`src/rtl/mmio_aca_pkg.sv`:
```
package mmio_aca_pkg;

    typedef enum logic [1:0] {
        OP_WRITE = 2'b00,
        OP_AND   = 2'b01,
        OP_OR    = 2'b10,
        OP_READ  = 2'b11
    } acc_op_e;

    typedef enum logic [1:0] {
        AR_CTRL = 2'b00,
        AR_RSVD = 2'b01,
        AR_ID_A = 2'b10,
        AR_ID_B = 2'b11
    } acc_area_e;

    typedef struct packed {
        acc_op_e   op;
        acc_area_e area;
        logic      idx_ok;
        logic      modify;
        logic      err;
    } acc_cmd_t;

endpackage

```
`src/rtl/mmio_addr_decode.sv`:
```
module mmio_addr_decode
    import mmio_aca_pkg::*;
#(
    parameter int unsigned IDX_W     = 5,
    parameter int unsigned NREG      = 2 ** IDX_W,
    parameter logic [NREG-1:0] IMPL_MASK = '1,
    localparam int unsigned ADDR_W   = IDX_W + 4
) (
    input  logic              req_i,
    input  logic [ADDR_W-1:0] addr_i,
    output logic [IDX_W-1:0]  idx_o,
    output acc_cmd_t          cmd_o
);

    always_comb begin
        cmd_o        = '0;
        idx_o        = addr_i[IDX_W-1:0];
        cmd_o.op     = acc_op_e'(addr_i[IDX_W+1:IDX_W]);
        cmd_o.area   = acc_area_e'(addr_i[IDX_W+3:IDX_W+2]);
        cmd_o.idx_ok = IMPL_MASK[idx_o];
        unique case (cmd_o.area)
            AR_CTRL: cmd_o.err = !cmd_o.idx_ok;
            AR_RSVD: cmd_o.err = 1'b1;
            default: cmd_o.err = (cmd_o.op != OP_READ);
        endcase
        cmd_o.modify = req_i && (cmd_o.area == AR_CTRL) && cmd_o.idx_ok
                       && (cmd_o.op != OP_READ);
    end

endmodule

```
`src/rtl/mmio_reg_bank.sv`:
```
module mmio_reg_bank
    import mmio_aca_pkg::*;
#(
    parameter int unsigned IDX_W  = 5,
    parameter int unsigned DATA_W = 8,
    parameter int unsigned NREG   = 2 ** IDX_W,
    parameter logic [NREG*DATA_W-1:0] RST_VALS = '0
) (
    input  logic              clk_i,
    input  logic              rst_ni,
    input  logic              modify_i,
    input  acc_op_e           op_i,
    input  logic [IDX_W-1:0]  idx_i,
    input  logic [DATA_W-1:0] wdata_i,
    output logic [DATA_W-1:0] rd_data_o
);

    logic [NREG-1:0][DATA_W-1:0] regs_d, regs_q;

    always_comb begin
        regs_d = regs_q;
        if (modify_i) begin
            unique case (op_i)
                OP_WRITE: regs_d[idx_i] = wdata_i;
                OP_AND:   regs_d[idx_i] = regs_q[idx_i] & wdata_i;
                OP_OR:    regs_d[idx_i] = regs_q[idx_i] | wdata_i;
                default:  regs_d[idx_i] = regs_q[idx_i];
            endcase
        end
    end

    always_ff @(posedge clk_i or negedge rst_ni) begin
        if (!rst_ni) regs_q <= RST_VALS;
        else         regs_q <= regs_d;
    end

    assign rd_data_o = regs_q[idx_i];

    for (genvar g = 0; g < NREG; g++) begin : g_chk

        wr_upd_chk: assert property (@(posedge clk_i) disable iff (!rst_ni)
            (modify_i && op_i == OP_WRITE && idx_i == g)
            |=> regs_q[g] == $past(wdata_i));

        and_upd_chk: assert property (@(posedge clk_i) disable iff (!rst_ni)
            (modify_i && op_i == OP_AND && idx_i == g)
            |=> regs_q[g] == ($past(regs_q[g]) & $past(wdata_i)));

        or_upd_chk: assert property (@(posedge clk_i) disable iff (!rst_ni)
            (modify_i && op_i == OP_OR && idx_i == g)
            |=> regs_q[g] == ($past(regs_q[g]) | $past(wdata_i)));

        idx_only_chk: assert property (@(posedge clk_i) disable iff (!rst_ni)
            (idx_i != g || !modify_i) |=> $stable(regs_q[g]));
    end

endmodule

```
`src/rtl/mmio_id_patterns.sv`:
```
module mmio_id_patterns #(
    parameter int unsigned IDX_W      = 5,
    parameter int unsigned DATA_W     = 8,
    parameter int unsigned ID_A_BYTES = 8,
    parameter logic [ID_A_BYTES*DATA_W-1:0] ID_A = '0,
    parameter logic [DATA_W-1:0] B_SEED = 8'hA5
) (
    input  logic              area_b_i,
    input  logic [IDX_W-1:0]  idx_i,
    output logic [DATA_W-1:0] byte_o
);

    logic [DATA_W-1:0] a_byte, b_byte;
    int unsigned       a_sel;

    always_comb begin
        a_sel  = 32'(idx_i) % ID_A_BYTES;
        a_byte = ID_A[a_sel*DATA_W +: DATA_W];
        b_byte = (DATA_W'(idx_i) << 3) ^ B_SEED;
        byte_o = area_b_i ? b_byte : a_byte;
    end

endmodule

```
`src/rtl/mmio_aca_decoder.sv`:
```
module mmio_aca_decoder
    import mmio_aca_pkg::*;
#(
    parameter int unsigned IDX_W      = 5,
    parameter int unsigned DATA_W     = 8,
    parameter int unsigned ID_A_BYTES = 8,
    parameter logic [2**IDX_W-1:0] IMPL_MASK = 32'h0300_FFFF,
    parameter logic [(2**IDX_W)*DATA_W-1:0] RST_VALS = '0,
    parameter logic [ID_A_BYTES*DATA_W-1:0] ID_A = 64'h0C1D_2E3F_4051_6273,
    parameter logic [DATA_W-1:0] B_SEED = 8'hA5,
    localparam int unsigned NREG   = 2 ** IDX_W,
    localparam int unsigned ADDR_W = IDX_W + 4
) (
    input  logic              clk_i,
    input  logic              rst_ni,
    input  logic              req_i,
    input  logic [ADDR_W-1:0] addr_i,
    input  logic [DATA_W-1:0] wdata_i,
    output logic [DATA_W-1:0] rdata_o,
    output logic              rvalid_o,
    output logic              acc_err_o
);

    typedef struct packed {
        logic [DATA_W-1:0] rdata;
        logic              rvalid;
        logic              err;
    } resp_t;

    resp_t             resp_d, resp_q;
    acc_cmd_t          cmd;
    logic [IDX_W-1:0]  idx;
    logic [DATA_W-1:0] bank_byte, id_byte;

    mmio_addr_decode #(
        .IDX_W(IDX_W), .NREG(NREG), .IMPL_MASK(IMPL_MASK)
    ) u_dec (
        .req_i(req_i), .addr_i(addr_i), .idx_o(idx), .cmd_o(cmd)
    );

    mmio_reg_bank #(
        .IDX_W(IDX_W), .DATA_W(DATA_W), .NREG(NREG), .RST_VALS(RST_VALS)
    ) u_bank (
        .clk_i(clk_i), .rst_ni(rst_ni), .modify_i(cmd.modify), .op_i(cmd.op),
        .idx_i(idx), .wdata_i(wdata_i), .rd_data_o(bank_byte)
    );

    mmio_id_patterns #(
        .IDX_W(IDX_W), .DATA_W(DATA_W), .ID_A_BYTES(ID_A_BYTES),
        .ID_A(ID_A), .B_SEED(B_SEED)
    ) u_id (
        .area_b_i(cmd.area == AR_ID_B), .idx_i(idx), .byte_o(id_byte)
    );

    always_comb begin
        resp_d        = '0;
        resp_d.err    = req_i && cmd.err;
        resp_d.rvalid = req_i && (cmd.op == OP_READ);
        if (resp_d.rvalid) begin
            unique case (cmd.area)
                AR_CTRL: resp_d.rdata = cmd.idx_ok ? bank_byte : '0;
                AR_RSVD: resp_d.rdata = '0;
                default: resp_d.rdata = id_byte;
            endcase
        end
    end

    always_ff @(posedge clk_i or negedge rst_ni) begin
        if (!rst_ni) resp_q <= '0;
        else         resp_q <= resp_d;
    end

    assign rdata_o   = resp_q.rdata;
    assign rvalid_o  = resp_q.rvalid;
    assign acc_err_o = resp_q.err;


    read_resp_chk: assert property (@(posedge clk_i) disable iff (!rst_ni)
        (req_i && addr_i[IDX_W+1:IDX_W] == 2'b11) |=> rvalid_o);

    idle_quiet_chk: assert property (@(posedge clk_i) disable iff (!rst_ni)
        !req_i |=> (!rvalid_o && !acc_err_o));

    rsvd_err_chk: assert property (@(posedge clk_i) disable iff (!rst_ni)
        (req_i && addr_i[ADDR_W-1:ADDR_W-2] == 2'b01) |=> acc_err_o);

    id_ro_chk: assert property (@(posedge clk_i) disable iff (!rst_ni)
        (req_i && addr_i[ADDR_W-1] && addr_i[IDX_W+1:IDX_W] != 2'b11) |=> acc_err_o);

    no_rsp_on_modify_chk: assert property (@(posedge clk_i) disable iff (!rst_ni)
        (req_i && addr_i[IDX_W+1:IDX_W] != 2'b11) |=> !rvalid_o);

endmodule

```
`config.mk`:
```
export PLATFORM = sky130hd
export DESIGN_NAME = mmio_aca_decoder
export DESIGN_NICKNAME = d
export VERILOG_FILES = /design/src/rtl/mmio_aca_pkg.sv /design/src/rtl/mmio_addr_decode.sv /design/src/rtl/mmio_reg_bank.sv /design/src/rtl/mmio_id_patterns.sv /design/src/rtl/mmio_aca_decoder.sv
export SDC_FILE = /design/constraint.sdc
export NUM_CORES = 1
export LEC_CHECK = 0
export BUFFER_PORTS_ARGS = -buffer_cell sky130_fd_sc_hd__buf_2
export CAP_MARGIN = 40
export CORE_MARGIN = 10
export CORE_UTILIZATION = 48
export DETAILED_ROUTE_END_ITERATION = 12
export GPL_TIMING_DRIVEN = 0
export PLACE_DENSITY = 0.72
export SYNTH_ARGS = -nofsm -noshare
export SYNTH_HDL_FRONTEND = slang
export SYNTH_SLANG_ARGS = --single-unit
export TNS_END_PERCENT = 5
```
`constraint.sdc`:
```
create_clock -name clk_i -period 4.4 [get_ports clk_i]
set_input_delay 0.88 -clock clk_i [delete_from_list [all_inputs] [get_ports clk_i]]
set_output_delay 0.88 -clock clk_i [all_outputs]
set_load 0.005 [all_outputs]
```
==> reports/qor.csv <==
stage,metric,value,unit
clock_network,clk_pin_slew,60,ps
drt,dr_wl_met2,15.9,mm
clock_network,clock_sinks,266,
global_route,grt_antenna_before_repair,1,
clock_network,holdBufCountCts,0,
global_route,grt_pass1_wl,54.3,mm
global_route,grt_max_degree,98,
drt,wl_per_cell,22.7,um
pwr,ir_drop,0.320,mV
setup_path,crit_family,compound AO/OA/AOI/OAI gates,
worst_hold_path,min_path_type,input pin to asynchronous set/reset pin,
layout,drive_gt1_frac,0.151,
setup_path,slowest_stage,nand4b_1,
drt,via_per_inst,6.04,
setup_path,path_cells,"buf_2, buf_2, buf_2, nand4b_1, o22ai_1, nor4_2, a31oi_2, buf_4, a22o_1",
yosys,synth_area,12400,um^2
yosys,synth_edf_count,0,
layout,fin_util,0.554,
global_route,grtUsageTotal,0.206,
die,ios,30,
drt,dr_total_vias,9197,
timing,period_minus_slack,3490,ps
drt,firstDrtPassIters,5,
yosys,syn-num-nets,1127,
setup_path,path_max_fanout,10,
yosys,yosysMostFrequentCell,dfrtp_1,
yosys,synthArstFlopShare,1.00,
drt,drt-met1-wl,15.1,mm
drt,top_layer,met4,
timing,slew_viol_final,0,
timing,slew_headroom,0.387,
pwr,leakage,6.63,nW
setup_path,cp-end-kind,register,
timing,rsz0062_at_grt,false,
clock_network,numCtsBuffers,28,
clock_network,htree_levels,1,
place,port_buffers,28,
setup_path,cpMostUsedCell,buf_2,
job,cap_violations,0,
layout,area_delta_synth_final,13.3,%
layout,fin_nets,1191,
place,place_congestion,0.901,
setup_path,crit_buf_inv,4,
die,dieHeight,180,um
place,place_hpwl,23.8,mm
timing,setup_violations,0,
timing,skew,12.5,ps
yosys,synth_commonest_cells,"266 x dfrtp_1, 175 x mux2i_1, 140 x clkbuf_1",
clock_network,cts-resized-gates,0,
die,initial_core_util,0.489,
drt,wl_met3,2.28,mm
setup_path,max_stage_delay,670,ps
die,rows,58,
status,status,"finished, final reports clean",
die,die_w,180,um
yosys,synthesis.instances,1107,
yosys,ys_warn_count,0,
global_route,grt_pass1_vias,9448,
global_route,gr-total-overflow,0,
pwr,power_density,395,nW/um^2
yosys,synth_area_per_cell,11.2,um^2
clock_network,cts_setup_buffers,0,
die,die_area,32500,um^2
drt,drc_errors,0,
yosys,yosysTopAreaCellShare,0.539,
place,pre_cts_ws,476,ps
timing,period_share,0.793,
clock_network,worstSkewPairLatency,550,ps
yosys,synth_seq_cells,266,
die,core-area,25300,um^2
setup_path,required,4890,ps
clock_network,root_buffer,clkbuf_16,
setup_path,critPathKind,input pin to register,
yosys,ys_types,55,
yosys,ys_top_cells_by_area,"dfrtp_1 54%, mux2i_1 14%, a22o_1 5.4%, clkbuf_1 4.3%, o22ai_1 2.8%",
drt,drtIter0Drc,967,
timing,fmax,286,MHz
yosys,yosys_most_used_dff,dfrtp_1,
setup_path,critPathLaunchType,input pin,
clock_network,clockBufferDepth,3,
timing,hold_viol_final,0,
drt,wirelength,34.6,mm
timing,postLayoutSetupSlackWorst,909,ps
yosys,ys_seq_area_frac,0.539,
yosys,synth_top_area_cell,dfrtp_1,
drt,drtAntennaViolNets,0,
setup_path,worst-endpoint-arrival,3980,ps
timing,worstMarginPinSlew,915,ps
clock_network,tritoncts,yes,
## final timing paths
check                           from                         end  slack, ps  cells after the start
max reg2reg                 register                    register       1990                      6
min reg2reg                 register                    register        450                      1
min                           rst_ni  asynchronous set/reset pin        350                      1
min in group clk_i          register                    register        450                      1
max in group asynchronous     rst_ni  asynchronous set/reset pin       3110                      2
max                        addr_i[4]                    register        910                      9
## where the power goes
part / leakage, nW / total, W / switching, W / internal (W)
sequential: 3.68 / 0.00258 / 0.0000483 / 0.00253
combinational: 2.46 / 0.000415 / 0.000258 / 0.000158
clock: 0.485 / 0.00253 / 0.000975 / 0.00155
## placed cells by master, fill, tap and decap left out, types with 9 or more instances in the layout
cell,instances
dfrtp_1,266
mux2i_1,175
clkbuf_1,148
nor2_1,83
a22o_1,76
nand2_1,66
o22ai_1,56
buf_2,51
nor4_1,34
clkbuf_16,29
nor3_1,22
buf_4,13
a21oi_1,13
mux2_2,11
nor4_2,10
or2_2,9
a22o_2,9
## cell type report
type	count	area [um^2]
fillers	2174	11300
flip-flops and latches	266	6660
multi-input cells	656	4880
clock buffers	44	852
plain buffers	183	805
well taps	330	413
repair buffers	34	235
clock inverters	7	135
inverters	2	7.51
diodes	1	2.50
## cell families after synthesis
family	share of synthesized area
AOI/OAI and AO/OA	0.121
DFF	0.539
muxes	0.152
buffers and inverters	0.0657
and+or+nand+nor	0.123
## through the flow
stage                     cells  hold slack (ps)  power [W]  area (um^2)  TNS, ps
after detailed placement   1471              446    0.00303        13000        0
after CTS                  1522              393    0.00554        14000        0
final                      1523              354    0.00552        14000        0
after floorplan            1107              428    0.00286        12400        0
after global placement     1465              439    0.00301        12900  -589820
after global routing       1522              416    0.00568        14000        0
## routing by layer
layer / vias to the layer above / track usage
met2: 369 / 0.331
li1: 4066 / -
met1: 4662 / 0.272
met3: 100 / 0.0376
met5: - / 0
met4: 0 / 0.0774
Note: power is estimated with default switching activity, not from simulation.
